--- src/rtl/cp_coarse_trap.sv ---
module cp_coarse_trap #(
  parameter int RW = 4,
  parameter int MW = 16
) (
  input  logic          clk,
  input  logic          rst,
  input  logic          req_vld,
  input  logic [RW-1:0] crn,
  input  logic [RW-1:0] crm,
  input  logic          pair_xfer,
  input  logic [1:0]    cur_el,
  input  logic          hyp_en,
  input  logic          host_mode,
  input  logic [MW-1:0] trap_mask,
  input  logic          impdef_trap_en,
  output logic          res_vld,
  output logic          res_trap
);
  logic [RW-1:0] idx;
  logic          guest, exempt, mask_hit, imp_hit;
  logic [15:0]   set9, set10, set11;

  assign set9  = 16'b0000_0001_1110_0111;
  assign set10 = 16'b0000_0001_0001_0011;
  assign set11 = 16'b1000_0001_1111_1111;

  assign guest    = hyp_en && (cur_el <= 2'd1);
  assign idx      = pair_xfer ? crm : crn;
  assign exempt   = (idx == RW'(4)) || (idx == RW'(14));
  assign mask_hit = !host_mode && !exempt && trap_mask[idx];

  always_comb begin
    imp_hit = 1'b0;
    if (impdef_trap_en && !pair_xfer)
      case (crn)
        RW'(9):  imp_hit = set9[crm];
        RW'(10): imp_hit = set10[crm];
        RW'(11): imp_hit = set11[crm];
        default: imp_hit = 1'b0;
      endcase
  end

  always_ff @(posedge clk) begin
    if (rst) begin
      res_vld  <= 1'b0;
      res_trap <= 1'b0;
    end else begin
      res_vld  <= req_vld;
      res_trap <= req_vld && guest && (mask_hit || imp_hit);
    end
  end
endmodule


--- config.mk ---
export PLATFORM = sky130hd
export DESIGN_NAME = cp_coarse_trap
export DESIGN_NICKNAME = d
export VERILOG_FILES = /design/src/rtl/cp_coarse_trap.sv
export SDC_FILE = /design/constraint.sdc
export NUM_CORES = 1
export LEC_CHECK = 0
export BUFFER_PORTS_ARGS = -buffer_cell sky130_fd_sc_hd__buf_2
export CAP_MARGIN = 20
export CORE_AREA = 2 2 39 41
export DETAILED_ROUTE_END_ITERATION = 10
export DIE_AREA = 0 0 41 43
export SYNTH_ARGS = -nofsm -noshare
export SYNTH_HDL_FRONTEND = slang
export SYNTH_SLANG_ARGS = --single-unit
--- constraint.sdc ---
create_clock -name clk -period 2.1 [get_ports clk]
set_input_delay 0.21 -clock clk [delete_from_list [all_inputs] [get_ports clk]]
set_output_delay 0.21 -clock clk [all_outputs]
set_load 0.01 [all_outputs]
==> impl_results.md, run 1 <==
* Outcome: completed
* Layout Nets at 110
* Die ar. at 1760 sq um
* Worst-path cell chain: buf_2 > mux2i_1 > mux2_2 > a21oi_1 > o32ai_1 > o2111a_1
* Ant. Diodes at 0
* Post-CTS resize count at 0
* Hold Violations, Final at 0
* Initial antenna violation count at 0
* Num CTS Buffers at 3
* Hold-fix buffers at CTS at 0
* VDD IR-drop max at 0.000205 V
* Worst setup EP type: flip-flop
* Clock transition at path regs at 0.03 ns
* Die width at 41 um
* Routed Antenna Nets at 0
* Core area at 1380 sq um
* Count leader, synth: mux2i_1
* Hold WC Path Type: input pin to flip-flop
* Critical Path Start Type: input pin
* GRT Total Usage at 11.7%
* Final Cycle Share at 74.2%
* Crit-path max FO at 8
* Routed vias at 456
* Multiplexer area fraction after synthesis at 36.1%
* Synth Area in Compound Gates at 20.7%
* DR WL/cell at 10.9 um
* Port-buffer cells at 32
* Combinational family with the most area after synthesis: multiplexers
* Post-Synthesis Cells at 41
* Detailed Place HPWL at 859 um
* Dominant cell type by area after synthesis: mux4_1
* RSZ-0062 raised after global routing: no
* Final std cells w/o fill at 91
* CTS Buffer Depth at 2
* Deepest level of the CTS H-tree at 1
* Slowest CP cell: mux2i_1
* Distinct cells, synth at 24
* Worst endpoint data arrival time at 1.66 ns
* Vias per cell at 5.01
* Relative slew slack at 73.1%
* Number of max-cap violations at 0
* Top FF cell, synth: dfxtp_1
* Post-CTS Setup Repair Bufs at 0
* Top cells by count, synth: 5 x mux2i_1, 4 x nand2_1, 4 x nor2b_1, 3 x nand3_1
* Post-synthesis simple-gate area fraction at 27.7%
* Area grow syn2layout at 53.7%
* Ports at 35
* DRT iter0 DRCs at 4
* Register area share after synthesis at 11.2%
* Final Wtd Congestion at 0.675
* Mapped cell area at 357 sq um
* Final wirelength at 994 um
* Worst path max stage delay at 0.41 ns
* Clock Sinks at 2
* Lkg Pwr at 0.281 nW
* Area contributors post-synth: mux4_1 15%, mux2i_1 14%, dfxtp_1 11%
* Minimum clock period at 1.56 ns
* Rows at 14
* TNS Setup at 0 ns
* Drc violations at 0
* Worst Tran Pin Value at 0.392 ns
* Initial Utilization at 25.8%
* Slew Viols, Final at 0
* CTS tree: done
* First-pass GRT wire length at 1.52 mm
* Power density cells at 383 nW/um^2
* Syn Area/Cell at 8.70 sq um
* Root Driver: clkbuf_4
* Post-Synth XOR/XNOR Area at 0%
* Achievable Freq at 642 MHz
* Largest net degree at the start of global routing at 9
* Post-Synth Adder-Cell Area at 0%
* Chip height at 43 um
* TritonRoute pass-1 iters at 2
* Kind of critical path: input pin to flip-flop
* FFs w/ async S/R, synth at 0%
* Yosys top cell area share at 14.7%
* GR Overflow Total at 0
* Layout cell share with drive strength beyond 1 at 52.0%
* DP Cell Count at 88
* YS warnings at 0
* Vias in the first global route at 449
* Worst path required time at 2.20 ns
* # setup viols final at 0
* Syn nets at 74
* Number of flops mapped to enable cells by yosys at 0
* Synth Register Bits at 2
## cells by family after synthesis
family                 count (synthesis)
flip-flops                             2
multiplexers                           9
AND/OR/NAND/NOR                       18
buffers and inverters                  2
AO/OA/AOI/OAI                         10
## stage by stage
stage | area, sq um | util (%) | hold slack [ns] | power, mW | worst slack (ns)
floorplan | 357 | - | 0.293 | 0.0898 | 0.572
global placement | 526 | 38.0 | 0.384 | 0.128 | 0.332
detailed placement | 526 | 38.0 | 0.389 | 0.129 | 0.286
CTS | 548 | 39.6 | 0.153 | 0.215 | 0.515
global route | 548 | 39.6 | 0.158 | 0.228 | 0.442
finish | 548 | 39.6 | 0.160 | 0.210 | 0.542
## cell usage in the layout, fill, tap and decap left out, drive strengths merged
cell type  netlist  routed
buf              1      32
mux2i            5       5
nor2b            4       4
nand2            4       4
nand3            3       3
clkbuf           0       3
nand4b           2       2
nor2             2       2
a21oi            2       2
mux4             2       2
dfxtp            2       2
mux2             2       2
or2              1       1
o21ai            1       1
and2             1       1
a41o             1       1
a31oi            1       1
inv              1       1
o22ai            1       1
nor3             1       1
a211oi           1       1
o2111ai          1       1
o32ai            1       1
o2111a           1       1
## layout make-up
type | count | area [sq um]
clock buffer | 3 | 22.5
fill | 149 | 836
inverter | 1 | 3.75
multi-input combinational | 37 | 302
sequential | 2 | 40.0
tap | 16 | 20.0
timing repair buffer | 32 | 160
## power breakdown
| part | total [mW] | internal (mW) | leakage [nW] | switching (mW) |
|---|---|---|---|---|
| Sequential | 0.0400 | 0.0397 | 0.0164 | 0.000280 |
| Clock | 0.0819 | 0.0628 | 0.0138 | 0.0191 |
| Combinational | 0.0880 | 0.0502 | 0.251 | 0.0378 |
| Total | 0.210 | 0.153 | 0.281 | 0.0571 |
## metal layers
layer  GRT usage [%]  wire length [um]  vias to the layer above
li1                -                 -                      234
met1            13.2               393                      199
met2            21.9               505                       23
met3            1.57                94                        0
met4            2.00                 0                        0
met5               0                 0                        -
## critical path, delay by kind of cell
kind            cells  cell delay, ns
buf+inv             1            0.18
compound gates      3            0.49
mux                 2            0.79
## state kept, by name (all words and copies together), names as in the netlist
name      cells
res_vld       1
res_trap      1
## path summary, 6_finish.rpt
check / from / to / slack (ns) / cells past startpoint
setup / recovery: pair_xfer / res_trap$_SDFF_PP0_ / 0.54 / 6
hold / removal: rst / res_vld$_SDFF_PP0_ / 0.16 / 2
No activity file was read; power rests on OpenSTA's default activity.
==> run 2: changes to the inputs <==
- PLACE_DENSITY: unset -> 0.65
- clock period: 2.1 -> 1.4 ns (I/O delays scaled with it)
==> impl_results.md, run 2 (same netlist as run 1, synthesis figures left out) <==
* Largest net degree at the start of global routing at 7 (-2)
* Deepest level of the CTS H-tree at 1 (unchanged)
* Kind of critical path: input pin to flip-flop
* Area of the multi-input gates at 307 sq um (+1.7%)
* Power density cells at 555 nW/um^2 (+45%)
* Switching Share at 27.0% (-0.27 points)
* Vias per cell at 4.80 (-4.2%)
* CTS tree: done
* Initial Utilization at 25.8% (unchanged)
* Clock power share at 35.3% (-3.7 points)
* Hold-fix buffers at CTS at 0 (unchanged)
* GR Overflow Total at 0 (unchanged)
* Final Cycle Share at 95.6%
* Num CTS Buffers at 3 (unchanged)
* Worst setup EP type: flip-flop
* Most frequent cells in the layout: 32 x buf_2, 9 x buf_4, 4 x nor2b_1, 4 x mux2i_1, 4 x nand2_1
* Reg power frac at 17.4% (-1.7 points)
* Ports at 35 (unchanged)
* Routed Antenna Nets at 0 (unchanged)
* Slew Viols, Final at 0 (unchanged)
* Detailed Place HPWL at 947 um (+10%)
* Most common cell after layout, fill and taps aside: buf_2
* Initial antenna violation count at 0 (unchanged)
* CP delay by family, top: multiplexers
* Worst endpoint data arrival time at 1.44 ns (-0.22 ns)
* # setup viols final at 0 (unchanged)
* TNS Setup at 0 ns (unchanged)
* Register area at 40.0 sq um (unchanged)
* Area grow syn2layout at 74.0%
* Routed vias at 480 (+5.3%)
* Number of max-cap violations at 0 (unchanged)
* Slowest CP cell: mux4_2
* PnR worst setup slack at 0.0622 ns (-0.479 ns)
* Net Switching at 0.0928 mW (+62%)
* Minimum clock period at 1.34 ns
* Clock Sinks at 2 (unchanged)
* Top flop regs: res_trap (1), res_vld (1)
* Die width at 41 um (unchanged)
* Clock transition at path regs at 0.03 ns (about the same)
* Layout Nets at 119 (+8.2%)
* TritonRoute pass-1 iters at 3 (+1)
* Fin Hold WS at 0.0927 ns (-0.0675 ns)
* RSZ-0062 raised after global routing: no
* Rows at 14 (unchanged)
* Crit-path max FO at 5 (-3)
* DRT iter0 DRCs at 4 (unchanged)
* Core area at 1380 sq um (unchanged)
* Drc violations at 0 (unchanged)
* CTS Buffer Depth at 2 (unchanged)
* Post-CTS resize count at 0 (unchanged)
* Final wirelength at 1.05 mm (+5.5%)
* Worst path max stage delay at 0.43 ns (+0.02 ns)
* Lkg Pwr at 0.315 nW (+12%)
* Post-CTS Setup Repair Bufs at 0 (unchanged)
* Hold WC Path Type: input pin to flip-flop
* Internal at 0.252 mW (+65%)
* FILL cells at 144 (-3.4%)
* Chip height at 43 um (unchanged)
* Hold Violations, Final at 0 (unchanged)
* Layout cell share with drive strength beyond 1 at 60.7% (+8.7 points)
* Vias in the first global route at 464 (+3.3%)
* Worst-path cell chain: buf_2 > mux2_4 > mux4_2 > mux2i_1 > nand2_1 > o2111a_1
* VDD IR-drop max at 0.000537 V (+160%)
* Outcome: completed
* Ant. Diodes at 0 (unchanged)
* Achievable Freq at 748 MHz
* Die ar. at 1760 sq um (unchanged)
* Worst path required time at 1.51 ns (-0.69 ns)
* Root Driver: clkbuf_4
* First-pass GRT wire length at 1.65 mm (+8.6%)
* Critical path buffers and inverters at 1 (unchanged)
* DR WL/cell at 10.5 um (-4.0%)
* Pre-CTS setup slack at -0.173 ns (-0.459 ns)
* Critical Path Start Type: input pin
* Worst Tran Pin Value at 0.248 ns (-0.144 ns)
* Port-buffer cells at 32 (unchanged)
* GRT Total Usage at 12.9% (+1.1 points)
* Final Wtd Congestion at 0.842 (+25%)
* Relative slew slack at 83.4% (+10 points)
* Combinational power share at 47.3% (+5.4 points)
==> run 2: cell count changes in the layout (fill, tap and decap cells not counted), sizes merged <==
cell,delta
buf,+9
==> run 2: layout make-up <==
class,count,area share (%)
well taps,16,3.23
flip-flops and latches,2,6.45
multi-input cells,37,49.4
inverters,1,0.605
clock buffers,3,3.63
repair buffers,41,36.7
==> run 2: metrics by stage <==
step	utilization, %	power, mW	cell area [sq um]	cells
floorplan	-	0.143	370	41
global placement	43.2	0.223	598	97
global route	44.8	0.368	621	100
detailed placement	43.2	0.224	598	97
CTS	44.8	0.351	621	100
finish	44.8	0.344	621	100
==> run 2: metal layers <==
layer  vias to the layer above  wire [um]  global-route usage (%)
met5                         -          0                       0
met4                         0          0                    4.67
met3                         0         48                    2.09
met2                        10        541                    20.6
met1                       220        460                    16.4
li1                        250          -                       -
==> run 2: final timing paths <==
check                     start                  end  slack, ns  cells past startpoint
worst max-delay path  pair_xfer  res_trap$_SDFF_PP0_       0.06                      6
worst min-delay path        rst   res_vld$_SDFF_PP0_       0.09                      2
==> run 2: power by group through the flow <==
stage / clock [mW] / combinational [mW] / sequential (mW)
4_1_cts: 0.127 / 0.164 / 0.0599
3_3_place_gp: 0 / 0.162 / 0.0606
6_report: 0.121 / 0.163 / 0.0599
2_1_floorplan: 0 / 0.0814 / 0.0619
3_5_place_dp: 0 / 0.164 / 0.0606
5_1_grt: 0.130 / 0.178 / 0.0603
==> run 3: changes to the inputs <==
- clock period: 1.4 -> 1.2 ns (I/O delays scaled with it)
==> impl_results.md, run 3 (same netlist as run 1, synthesis figures left out) <==
* Outcome: finished, violations left
* Violated checks: setup timing
* Post-CTS Setup Repair Bufs at 0 (unchanged)
* Worst setup EP type: flip-flop
* Hold WC Path Type: input pin to flip-flop
* Combinational power share at 48.9% (+1.6 points)
* Pre-CTS setup slack at -0.348 ns (-0.175 ns)
* Root Driver: clkbuf_4
* Layout cell share with drive strength beyond 1 at 62.1% (+1.4 points)
* RSZ-0062 raised after global routing: yes
* Register area at 40.0 sq um (unchanged)
* FILL cells at 150 (+4.2%)
* VDD IR-drop max at 0.000650 V (+21%)
* Minimum clock period at 1.24 ns
* TritonRoute pass-1 iters at 2 (-1)
* Most frequent cells in the layout: 31 x buf_2, 12 x buf_4, 4 x nor2b_1, 4 x mux2i_1, 4 x nand2_1
* Drc violations at 0 (unchanged)
* Net Switching at 0.110 mW (+19%)
* Lkg Pwr at 0.334 nW (+5.8%)
* Rows at 14 (unchanged)
* Ports at 35 (unchanged)
* Relative slew slack at 81.7% (-1.7 points)
* # setup viols final at 1 (+1)
* Hold-fix buffers at CTS at 0 (unchanged)
* Worst-path cell chain: buf_8 > mux2_4 > mux4_2 > mux2i_1 > nand2_1 > o2111a_1
* Worst path required time at 1.31 ns (-0.20 ns)
* CTS tree: done
* Die width at 41 um (unchanged)
* GRT Total Usage at 13.0% (+0.19 points)
* Final Wtd Congestion at 0.815 (-3.2%)
* Top Usage Layer GRT: met2
* Num CTS Buffers at 3 (unchanged)
* Largest net degree at the start of global routing at 6 (-1)
* Number of max-cap violations at 0 (unchanged)
* Most common cell after layout, fill and taps aside: buf_2
* Util after Layout at 47.2% (+2.4 points)
* Vias per cell at 4.71 (-1.9%)
* Critical path buffers and inverters at 1 (unchanged)
* Crit-path max FO at 5 (unchanged)
* Detailed Place HPWL at 966 um (+2.0%)
* Post-route cell area at 653 sq um (+5.2%)
* Ant. Diodes at 0 (unchanged)
* Routed vias at 485 (+1.0%)
* CP delay by family, top: multiplexers
* GR Overflow Total at 0 (unchanged)
* Reg power frac at 16.9% (-0.5 points)
* Area grow syn2layout at 83.2%
* PnR worst setup slack at -0.0431 ns (-0.105 ns)
* Kind of critical path: input pin to flip-flop
* Die ar. at 1760 sq um (unchanged)
* Vias in the first global route at 437 (-5.8%)
* Fin Hold WS at 0.0685 ns (-0.0241 ns)
* Achievable Freq at 804 MHz
* Initial Utilization at 25.8% (unchanged)
* Area of the multi-input gates at 307 sq um (unchanged)
* Chip height at 43 um (unchanged)
* First-pass GRT wire length at 1.64 mm (-0.85%)
* M3 GR Usage at 1.57% (-0.52 points)
* GRT met1 Usage at 17.6% (+1.2 points)
* Critical Path Start Type: input pin
* Power density cells at 634 nW/um^2 (+14%)
* Switching Share at 26.6% (-0.32 points)
* Top flop regs: res_trap (1), res_vld (1)
* Port-buffer cells at 32 (unchanged)
* Internal at 0.304 mW (+21%)
* Worst path max stage delay at 0.42 ns (about the same)
* Worst Tran Pin Value at 0.273 ns (+0.0243 ns)
* DR WL/cell at 10.0 um (-4.2%)
* Slowest CP cell: mux4_2
* Clock power share at 34.3% (-1.0 points)
* Clock Sinks at 2 (unchanged)
* Routed Antenna Nets at 0 (unchanged)
* Worst endpoint data arrival time at 1.35 ns (-0.09 ns)
* CTS Buffer Depth at 2 (unchanged)
* Slew Viols, Final at 0 (unchanged)
* Core area at 1380 sq um (unchanged)
* Deepest level of the CTS H-tree at 1 (unchanged)
* Met2 usage at 20.6% (unchanged)
* Clock transition at path regs at 0.03 ns (about the same)
* Initial antenna violation count at 0 (unchanged)
* Final wirelength at 1.04 mm (-1.3%)
* DRT iter0 DRCs at 4 (unchanged)
* Layout Nets at 122 (+2.5%)
* Hold Violations, Final at 0 (unchanged)
* Area after DPL at 621 sq um (+3.8%)
* Final Cycle Share at 104%
* Total power draw at 0.414 mW (+20%)
==> run 3: power groups by stage <==
| stage | logic, mW | registers, mW | clock network (mW) |
|---|---|---|---|
| floorplan | 0.0950 | 0.0722 | 0 |
| global placement | 0.198 | 0.0706 | 0 |
| detailed placement | 0.200 | 0.0707 | 0 |
| CTS | 0.204 | 0.0699 | 0.151 |
| global route | 0.223 | 0.0703 | 0.155 |
| finish | 0.202 | 0.0699 | 0.142 |
==> run 3: final cells by class <==
| class | count | area share [%] |
|---|---|---|
| flip-flops and latches | 2 | 6.13 |
| repair buffers | 44 | 39.8 |
| inverters | 1 | 0.575 |
| multi-input cells | 37 | 46.9 |
| well taps | 16 | 3.07 |
| clock buffers | 3 | 3.45 |
==> run 3: through the flow <==
step / cells / TNS, ns
2_1_floorplan: 41 / -0.182
3_3_place_gp: 100 / -0.318
3_5_place_dp: 100 / -0.348
4_1_cts: 103 / -0.0469
5_1_grt: 103 / -0.100
6_report: 103 / -0.0431
==> run 3: path summary, 6_finish.rpt <==
kind,startpoint,endpoint,slack [ns],cells past startpoint
worst max-delay path,pair_xfer,res_trap$_SDFF_PP0_,-0.04,6
worst min-delay path,rst,res_vld$_SDFF_PP0_,0.07,2
==> run 3: timing repair <==
item,CTS,global route
resized for setup,3,0
setup endpoints to repair,1,1
pin swaps,1,1
==> run 3: metal layers <==
layer | up-vias | wire [um]
met2 | 12 | 547
met3 | 0 | 39
met1 | 214 | 448
met5 | - | 0
met4 | 0 | 0
li1 | 259 | -
